### src/rtl/rxsd_pkg.sv
// Shared constants, code-group kinds and the 4B/5B code functions
// used by the receive symbol decoder. Pure declarations, no state.
package rxsd_pkg;

    localparam int CG_W  = 5;
    localparam int NIB_W = 4;
    localparam int N_DATA = 1 << NIB_W;

    localparam logic [CG_W-1:0]  CG_IDLE = 5'b11111;
    localparam logic [CG_W-1:0]  CG_J    = 5'b11000;
    localparam logic [CG_W-1:0]  CG_K    = 5'b10001;
    localparam logic [CG_W-1:0]  CG_T    = 5'b01101;
    localparam logic [CG_W-1:0]  CG_R    = 5'b00111;
    localparam logic [NIB_W-1:0] NIB_SSD = 4'h5;

    typedef enum logic [2:0] {
        CK_DATA, CK_IDLE, CK_J, CK_K, CK_T, CK_R, CK_BAD
    } cg_kind_e;

    typedef struct packed {
        cg_kind_e         kind;
        logic [NIB_W-1:0] nib;
    } cg_info_t;

    // Data nibble to its 5-bit code group.
    function automatic logic [CG_W-1:0] cg_encode(input logic [NIB_W-1:0] nib);
        case (nib)
            4'h0: cg_encode = 5'b11110;
            4'h1: cg_encode = 5'b01001;
            4'h2: cg_encode = 5'b10100;
            4'h3: cg_encode = 5'b10101;
            4'h4: cg_encode = 5'b01010;
            4'h5: cg_encode = 5'b01011;
            4'h6: cg_encode = 5'b01110;
            4'h7: cg_encode = 5'b01111;
            4'h8: cg_encode = 5'b10010;
            4'h9: cg_encode = 5'b10011;
            4'hA: cg_encode = 5'b10110;
            4'hB: cg_encode = 5'b10111;
            4'hC: cg_encode = 5'b11010;
            4'hD: cg_encode = 5'b11011;
            4'hE: cg_encode = 5'b11100;
            default: cg_encode = 5'b11101;
        endcase
    endfunction

    // Code group to kind and nibble; the data search reuses cg_encode.
    function automatic cg_info_t cg_decode(input logic [CG_W-1:0] cg);
        cg_info_t r;
        r.nib = '0;
        case (cg)
            CG_IDLE: r.kind = CK_IDLE;
            CG_J:    r.kind = CK_J;
            CG_K:    r.kind = CK_K;
            CG_T:    r.kind = CK_T;
            CG_R:    r.kind = CK_R;
            default: r.kind = CK_BAD;
        endcase
        for (int i = 0; i < N_DATA; i++) begin
            if (cg_encode(NIB_W'(i)) == cg) begin
                r.kind = CK_DATA;
                r.nib  = NIB_W'(i);
            end
        end
        return r;
    endfunction

    function automatic cg_kind_e cg_kind_of(input logic [CG_W-1:0] cg);
        cg_info_t r;
        r = cg_decode(cg);
        return r.kind;
    endfunction

endpackage

### src/rtl/rxsd_cg_classify.sv
// Combinational classifier for one code group: kind plus data nibble.
// Assumes the code group is already aligned and descrambled.
module rxsd_cg_classify
    import rxsd_pkg::*;
(
    input  logic [CG_W-1:0]  cg,
    output cg_kind_e         kind,
    output logic [NIB_W-1:0] nib
);

    cg_info_t info;

    // Look the code group up in the 4B/5B set.
    always_comb begin
        info = cg_decode(cg);
        kind = info.kind;
        nib  = info.nib;
    end

endmodule

### src/rtl/rxsd_frame_fsm.sv
// Frame tracker: decides data valid, error, nibble and receive carrier
// for the held symbol, using the following symbol to recognise J/K and
// T/R pairs. Registered outputs; receive carrier is also exported
// unregistered so the top can merge the transmit term.
// Assumes cur_* describes the held symbol and nxt_kind the one arriving.
module rxsd_frame_fsm
    import rxsd_pkg::*;
(
    input  logic             clk,
    input  logic             rst_n,
    input  logic             bypass,
    input  cg_kind_e         cur_kind,
    input  logic [NIB_W-1:0] cur_nib,
    input  logic [NIB_W-1:0] cur_raw,
    input  cg_kind_e         nxt_kind,
    output logic [NIB_W-1:0] rx_rxd,
    output logic             rx_dv,
    output logic             rx_er,
    output logic             car_next
);

    logic             in_frame, pend_k, pend_r;
    logic             in_frame_n, pend_k_n, pend_r_n;
    logic [NIB_W-1:0] rxd_n;
    logic             dv_n, er_n;

    // Symbol-level rules for the held code group.
    always_comb begin
        in_frame_n = in_frame;
        pend_k_n   = pend_k;
        pend_r_n   = pend_r;
        rxd_n      = '0;
        dv_n       = 1'b0;
        er_n       = 1'b0;
        car_next   = 1'b0;
        if (bypass) begin
            rxd_n      = cur_raw;
            dv_n       = 1'b1;
            car_next   = 1'b1;
            in_frame_n = 1'b0;
            pend_k_n   = 1'b0;
            pend_r_n   = 1'b0;
        end else if (pend_k) begin
            rxd_n    = NIB_SSD;
            dv_n     = 1'b1;
            car_next = 1'b1;
            pend_k_n = 1'b0;
        end else if (pend_r) begin
            car_next = 1'b1;
            pend_r_n = 1'b0;
        end else if (in_frame) begin
            case (cur_kind)
                CK_DATA: begin
                    rxd_n    = cur_nib;
                    dv_n     = 1'b1;
                    car_next = 1'b1;
                end
                CK_IDLE: begin
                    er_n       = 1'b1;
                    in_frame_n = 1'b0;
                end
                CK_T: begin
                    car_next = 1'b1;
                    if (nxt_kind == CK_R) begin
                        in_frame_n = 1'b0;
                        pend_r_n   = 1'b1;
                    end else begin
                        dv_n = 1'b1;
                        er_n = 1'b1;
                    end
                end
                default: begin
                    dv_n     = 1'b1;
                    er_n     = 1'b1;
                    car_next = 1'b1;
                end
            endcase
        end else begin
            if (cur_kind == CK_J && nxt_kind == CK_K) begin
                rxd_n      = NIB_SSD;
                dv_n       = 1'b1;
                car_next   = 1'b1;
                in_frame_n = 1'b1;
                pend_k_n   = 1'b1;
            end else if (cur_kind != CK_IDLE) begin
                er_n     = 1'b1;
                car_next = 1'b1;
            end
        end
    end

    // Frame state and output registers.
    always_ff @(posedge clk) begin
        if (!rst_n) begin
            in_frame <= 1'b0;
            pend_k   <= 1'b0;
            pend_r   <= 1'b0;
            rx_rxd   <= '0;
            rx_dv    <= 1'b0;
            rx_er    <= 1'b0;
        end else begin
            in_frame <= in_frame_n;
            pend_k   <= pend_k_n;
            pend_r   <= pend_r_n;
            rx_rxd   <= rxd_n;
            rx_dv    <= dv_n;
            rx_er    <= er_n;
        end
    end

    // a frame start outside bypass always presents the 5h nibble.
    a_r2_start_nibble: assert property (@(posedge clk) disable iff (!rst_n)
        ($rose(rx_dv) && !$past(bypass)) |-> (rx_rxd == NIB_SSD));

    // the K time lasts exactly one symbol.
    a_r2_k_single: assert property (@(posedge clk) disable iff (!rst_n)
        pend_k |=> !pend_k);

endmodule

### src/rtl/rxsd_rx_decoder.sv
// Top of the receive symbol decoder: holds one code group of history,
// classifies it, runs the frame tracker and forms carrier sense from
// receive carrier plus the NIC-mode transmit term.
// Assumes rx_cg is aligned and descrambled, one code group per clock.
module rxsd_rx_decoder
    import rxsd_pkg::*;
(
    input  logic             clk,
    input  logic             rst_n,
    input  logic [CG_W-1:0]  rx_cg,
    input  logic             tx_active,
    input  logic             rptr_mode,
    input  logic             bypass_4b5b,
    output logic [NIB_W-1:0] mii_rxd,
    output logic             mii_rx_dv,
    output logic             mii_rx_er,
    output logic             mii_crs
);

    logic [CG_W-1:0]  cur_cg;
    cg_kind_e         cur_kind;
    cg_kind_e         nxt_kind;
    logic [NIB_W-1:0] cur_nib;
    logic             car_next;

    // One symbol of history so pairs can be judged.
    always_ff @(posedge clk) begin
        if (!rst_n) cur_cg <= CG_IDLE;
        else        cur_cg <= rx_cg;
    end

    // Kind of the arriving symbol, needed only for pair checks.
    always_comb nxt_kind = cg_kind_of(rx_cg);

    rxsd_cg_classify u_cls (
        .cg   (cur_cg),
        .kind (cur_kind),
        .nib  (cur_nib)
    );

    rxsd_frame_fsm u_fsm (
        .clk      (clk),
        .rst_n    (rst_n),
        .bypass   (bypass_4b5b),
        .cur_kind (cur_kind),
        .cur_nib  (cur_nib),
        .cur_raw  (cur_cg[NIB_W-1:0]),
        .nxt_kind (nxt_kind),
        .rx_rxd   (mii_rxd),
        .rx_dv    (mii_rx_dv),
        .rx_er    (mii_rx_er),
        .car_next (car_next)
    );

    // Carrier sense register: receive carrier, plus transmit in NIC mode.
    always_ff @(posedge clk) begin
        if (!rst_n) mii_crs <= 1'b0;
        else        mii_crs <= car_next | (tx_active & ~rptr_mode);
    end

    // data valid never appears without carrier.
    a_r4_dv_has_crs: assert property (@(posedge clk) disable iff (!rst_n)
        mii_rx_dv |-> mii_crs);

    // NIC-mode transmit activity holds carrier on the next cycle.
    a_r9_tx_crs: assert property (@(posedge clk) disable iff (!rst_n)
        ($past(rst_n) && $past(tx_active) && !$past(rptr_mode)) |-> mii_crs);

    // bypass never reports a decode error.
    a_r10_bypass_no_er: assert property (@(posedge clk) disable iff (!rst_n)
        ($past(rst_n) && $past(bypass_4b5b)) |-> !mii_rx_er);

endmodule

### config.mk
export PLATFORM = sky130hd
export DESIGN_NAME = rxsd_rx_decoder
export DESIGN_NICKNAME = d
export VERILOG_FILES = /design/src/rtl/rxsd_pkg.sv /design/src/rtl/rxsd_cg_classify.sv /design/src/rtl/rxsd_frame_fsm.sv /design/src/rtl/rxsd_rx_decoder.sv
export SDC_FILE = /design/constraint.sdc
export NUM_CORES = 1
export LEC_CHECK = 0
export ABC_AREA = 1
export BUFFER_PORTS_ARGS = -buffer_cell sky130_fd_sc_hd__clkbuf_2
export CAP_MARGIN = 20
export CORE_UTILIZATION = 30
export CTS_CLUSTER_DIAMETER = 100
export DETAILED_ROUTE_END_ITERATION = 16
export PLACE_DENSITY_LB_ADDON = 0.05
export SLEW_MARGIN = 40
export SYNTH_ARGS = -nofsm -noshare
export SYNTH_HDL_FRONTEND = slang
export SYNTH_SLANG_ARGS = --single-unit
export TNS_END_PERCENT = 30
### constraint.sdc
create_clock -name clk -period 1.72 [get_ports clk]
set_input_delay 0 -clock clk [delete_from_list [all_inputs] [get_ports clk]]
set_output_delay 0 -clock clk [all_outputs]
set_load 0.02 [all_outputs]
==> impl_metrics.tcl <==
set metrics [dict create \
    crit_end "u_fsm.rx_dv$_SDFF_PN0_" \
    cts.sinks 15 \
    viasPerCell 4.92 \
    setup_viol 0 \
    rr_worst_depth 8 \
    post_cts_resize_count 0 \
    cts_buffers 3 \
    drtPass1Iterations 4 \
    crit_cells 8 \
    wl_met2_um 1080 \
    synth_edf_count 0 \
    dieArea_um2 3120 \
    max_clock_freq_mhz 689 \
    hold_ws_ps 31.3 \
    crit_path_top_delay_cell "dfxtp_1" \
    peakVddDrop_mv 0.408 \
    fp.dieW_um 55.9 \
    syn_inst 119 \
    worstPathRequired_ps 1950 \
    synth_seq_cells 15 \
    r2r_setup_slack_ps 270 \
    clock_tree.root_cell "clkbuf_4" \
    synthArstFlopShare 0 \
    maxCapViolations 0 \
    max_stage_delay_ps 500 \
    drv_slew 0 \
    insertion_delay_ps 290 \
    cts_tree "done" \
    crit_chain "inv_2 > nor2_4 > nand3_2 > nor2_2 > nor2_2 > a31oi_4 > nand2_2 > a21oi_2" \
    row_count 19 \
    ys.warnings.count 0 \
    cellLeakagePower_nw 0.500 \
    synth_top_area_share 0.345 \
    dpl.hpwl_um 1690 \
    grt_max_degree 10 \
    outcome "finished clean" \
    hold_class "input port to flop" \
    crit_path_end_kind "flop" \
    dr.first_iter.drc_count 20 \
    synth_common_cells "nand2_1, dfxtp_1, nor2_1" \
    final_cell_area_um2 1090 \
    r2r_start "cur_cg[3]$_SDFF_PN1_" \
    final_hold_viol_count 0 \
    synth_seq_area_share 0.345 \
    finClkSkew_ps 0.625 \
    finalSetupTns_ps 0 \
    cpMostUsedCell "nor2_2" \
    highest-signal-layer "met4" \
    io_pins 17 \
    synth.most_common_cell "nand2_1" \
    antenna_found_initial 0 \
    crit_type "flop to flop" \
    n_antenna_cell 0 \
    clk_pin_slew_ps 90 \
    cp_max_fo 8 \
    num-nets-final 158 \
    first_global_vias 837 \
    finish.utilization 0.396 \
    drc_errors 0 \
    core_um2 2760 \
    htreeDepth 1 \
    synthesis.nets 129 \
    path_delay_family "simple AND/OR/NAND/NOR gates" \
    routedWlPerCell_um 12.1 \
    power.density_nw_per_um2 673 \
    p_total_uw 735 \
    synth.distinct_cells 26 \
    syn_area_um2 871 \
    clock_path_buffers 2 \
    grt_overflow_total 0 \
    crit_start "cur_cg[3]$_SDFF_PN1_" \
    rsz0062_at_grt "false" \
    synth.area.top_cells "dfxtp_1, nand2_1, nand3_1" \
    port-buffer-count 16 \
    grt_pass1_wl_um 3830 \
    routed_wl_um 2150 \
    placed_area_um2 975 \
    path_buf_inv 1 \
    period_minus_slack_ps 1450 \
    arrival_ps 1690 \
    final_layout_size_suffix_gt1_frac 0.320 \
    vias 876 \
    relSlewSlack 0.799 \
    ys.flop_type "dfxtp_1" \
    ant_nets 0 \
    post-route-period-util 0.844 \
    track_usage 0.161 \
    wl_met1_um 934 \
    initial_core_util 0.316 \
    startpoint_type "flop" \
    wl_met3_um 99 \
    die_h_um 55.9 \
    synth_top_area_cell "dfxtp_1" \
    gp_routability_congestion 0.857 \
    area_delta_synth_final_pct 25.4 \
    syn_area_per_cell_um2 7.32 \
    worstMarginPinSlew_ps 301 \
    reg2reg_to "u_fsm.rx_dv$_SDFF_PN0_" \
]
placed cells by master, fill, tap and decap left out, drive strengths merged:
cell          n
dlygate4sd3   9
o41ai         1
nand3        12
inv          15
o21ai         6
a22oi         1
nor3          1
nand2        27
nand4         4
a21oi         7
buf           2
or2           2
nor2         21
nor4          2
clkinv        1
clkbuf       19
dfxtp        15
a31oi         2
final cells by class:
| type | count | area [um2] |
|---|---|---|
| fill | 311 | 1670 |
| timing repair buffer | 27 | 185 |
| clock inverter | 1 | 5.00 |
| inverter | 15 | 58.8 |
| tap | 31 | 38.8 |
| sequential | 15 | 300 |
| clock buffer | 3 | 22.5 |
| multi-input combinational | 86 | 482 |
what timing repair did:
action	4_1_cts	5_1_grt
hold endpoints to repair	6	0
setup buffers	0	0
hold buffers	9	0
report_power, final:
| part | switching (mW) | leakage, nW | internal [mW] |
|---|---|---|---|
| Clock | 0.121 | 0.0177 | 0.0865 |
| Sequential | 0.0134 | 0.124 | 0.363 |
| Combinational | 0.0902 | 0.358 | 0.0611 |
metrics by stage:
stage          worst slack (ps)  instances
2_1_floorplan               510        119
3_3_place_gp                275        165
3_5_place_dp                290        165
4_1_cts                     268        178
5_1_grt                     136        178
6_report                    268        178
worst reg2reg max path, stage by stage, from the launching register on:
cell	delay (ps)
dfxtp_1	500
inv_2	80
nor2_4	150
nand3_2	120
nor2_2	130
nor2_2	70
a31oi_4	190
nand2_2	70
a21oi_2	100
worst min-delay path by stage:
stage / from / end / depth (start not counted)
after floorplan: rst_n / cur_cg[3]$_SDFF_PN1_ / 1
after detailed placement: rx_cg[4] / cur_cg[4]$_SDFF_PN1_ / 3
after global placement: rx_cg[0] / cur_cg[0]$_SDFF_PN1_ / 3
final: rptr_mode / mii_crs$_SDFF_PN0_ / 4
after CTS: rptr_mode / mii_crs$_SDFF_PN0_ / 4
after global routing: rptr_mode / mii_crs$_SDFF_PN0_ / 4
routing by layer:
layer	up-vias	global-route usage
li1	447	-
met1	401	0.203
met2	23	0.263
met3	5	0.0326
met4	0	0.0767
met5	-	0
logic make-up (layout without fill, tap and decap cells):
family | count (synthesis) | after routing | synth area share
simple gates | 69 | 69 | 0.415
buf+inv | 18 | 46 | 0.102
compound gates | 17 | 17 | 0.138
flops | 15 | 15 | 0.345
sequential cells by signal, summed over array words and instances, names as in the netlist:
register,flops
cur_cg,5
u_fsm.rx_rxd,4
mii_crs,1
u_fsm.in_frame,1
u_fsm.pend_k,1
u_fsm.pend_r,1
u_fsm.rx_dv,1
u_fsm.rx_er,1
No activity file was read; power rests on OpenSTA's default activity.
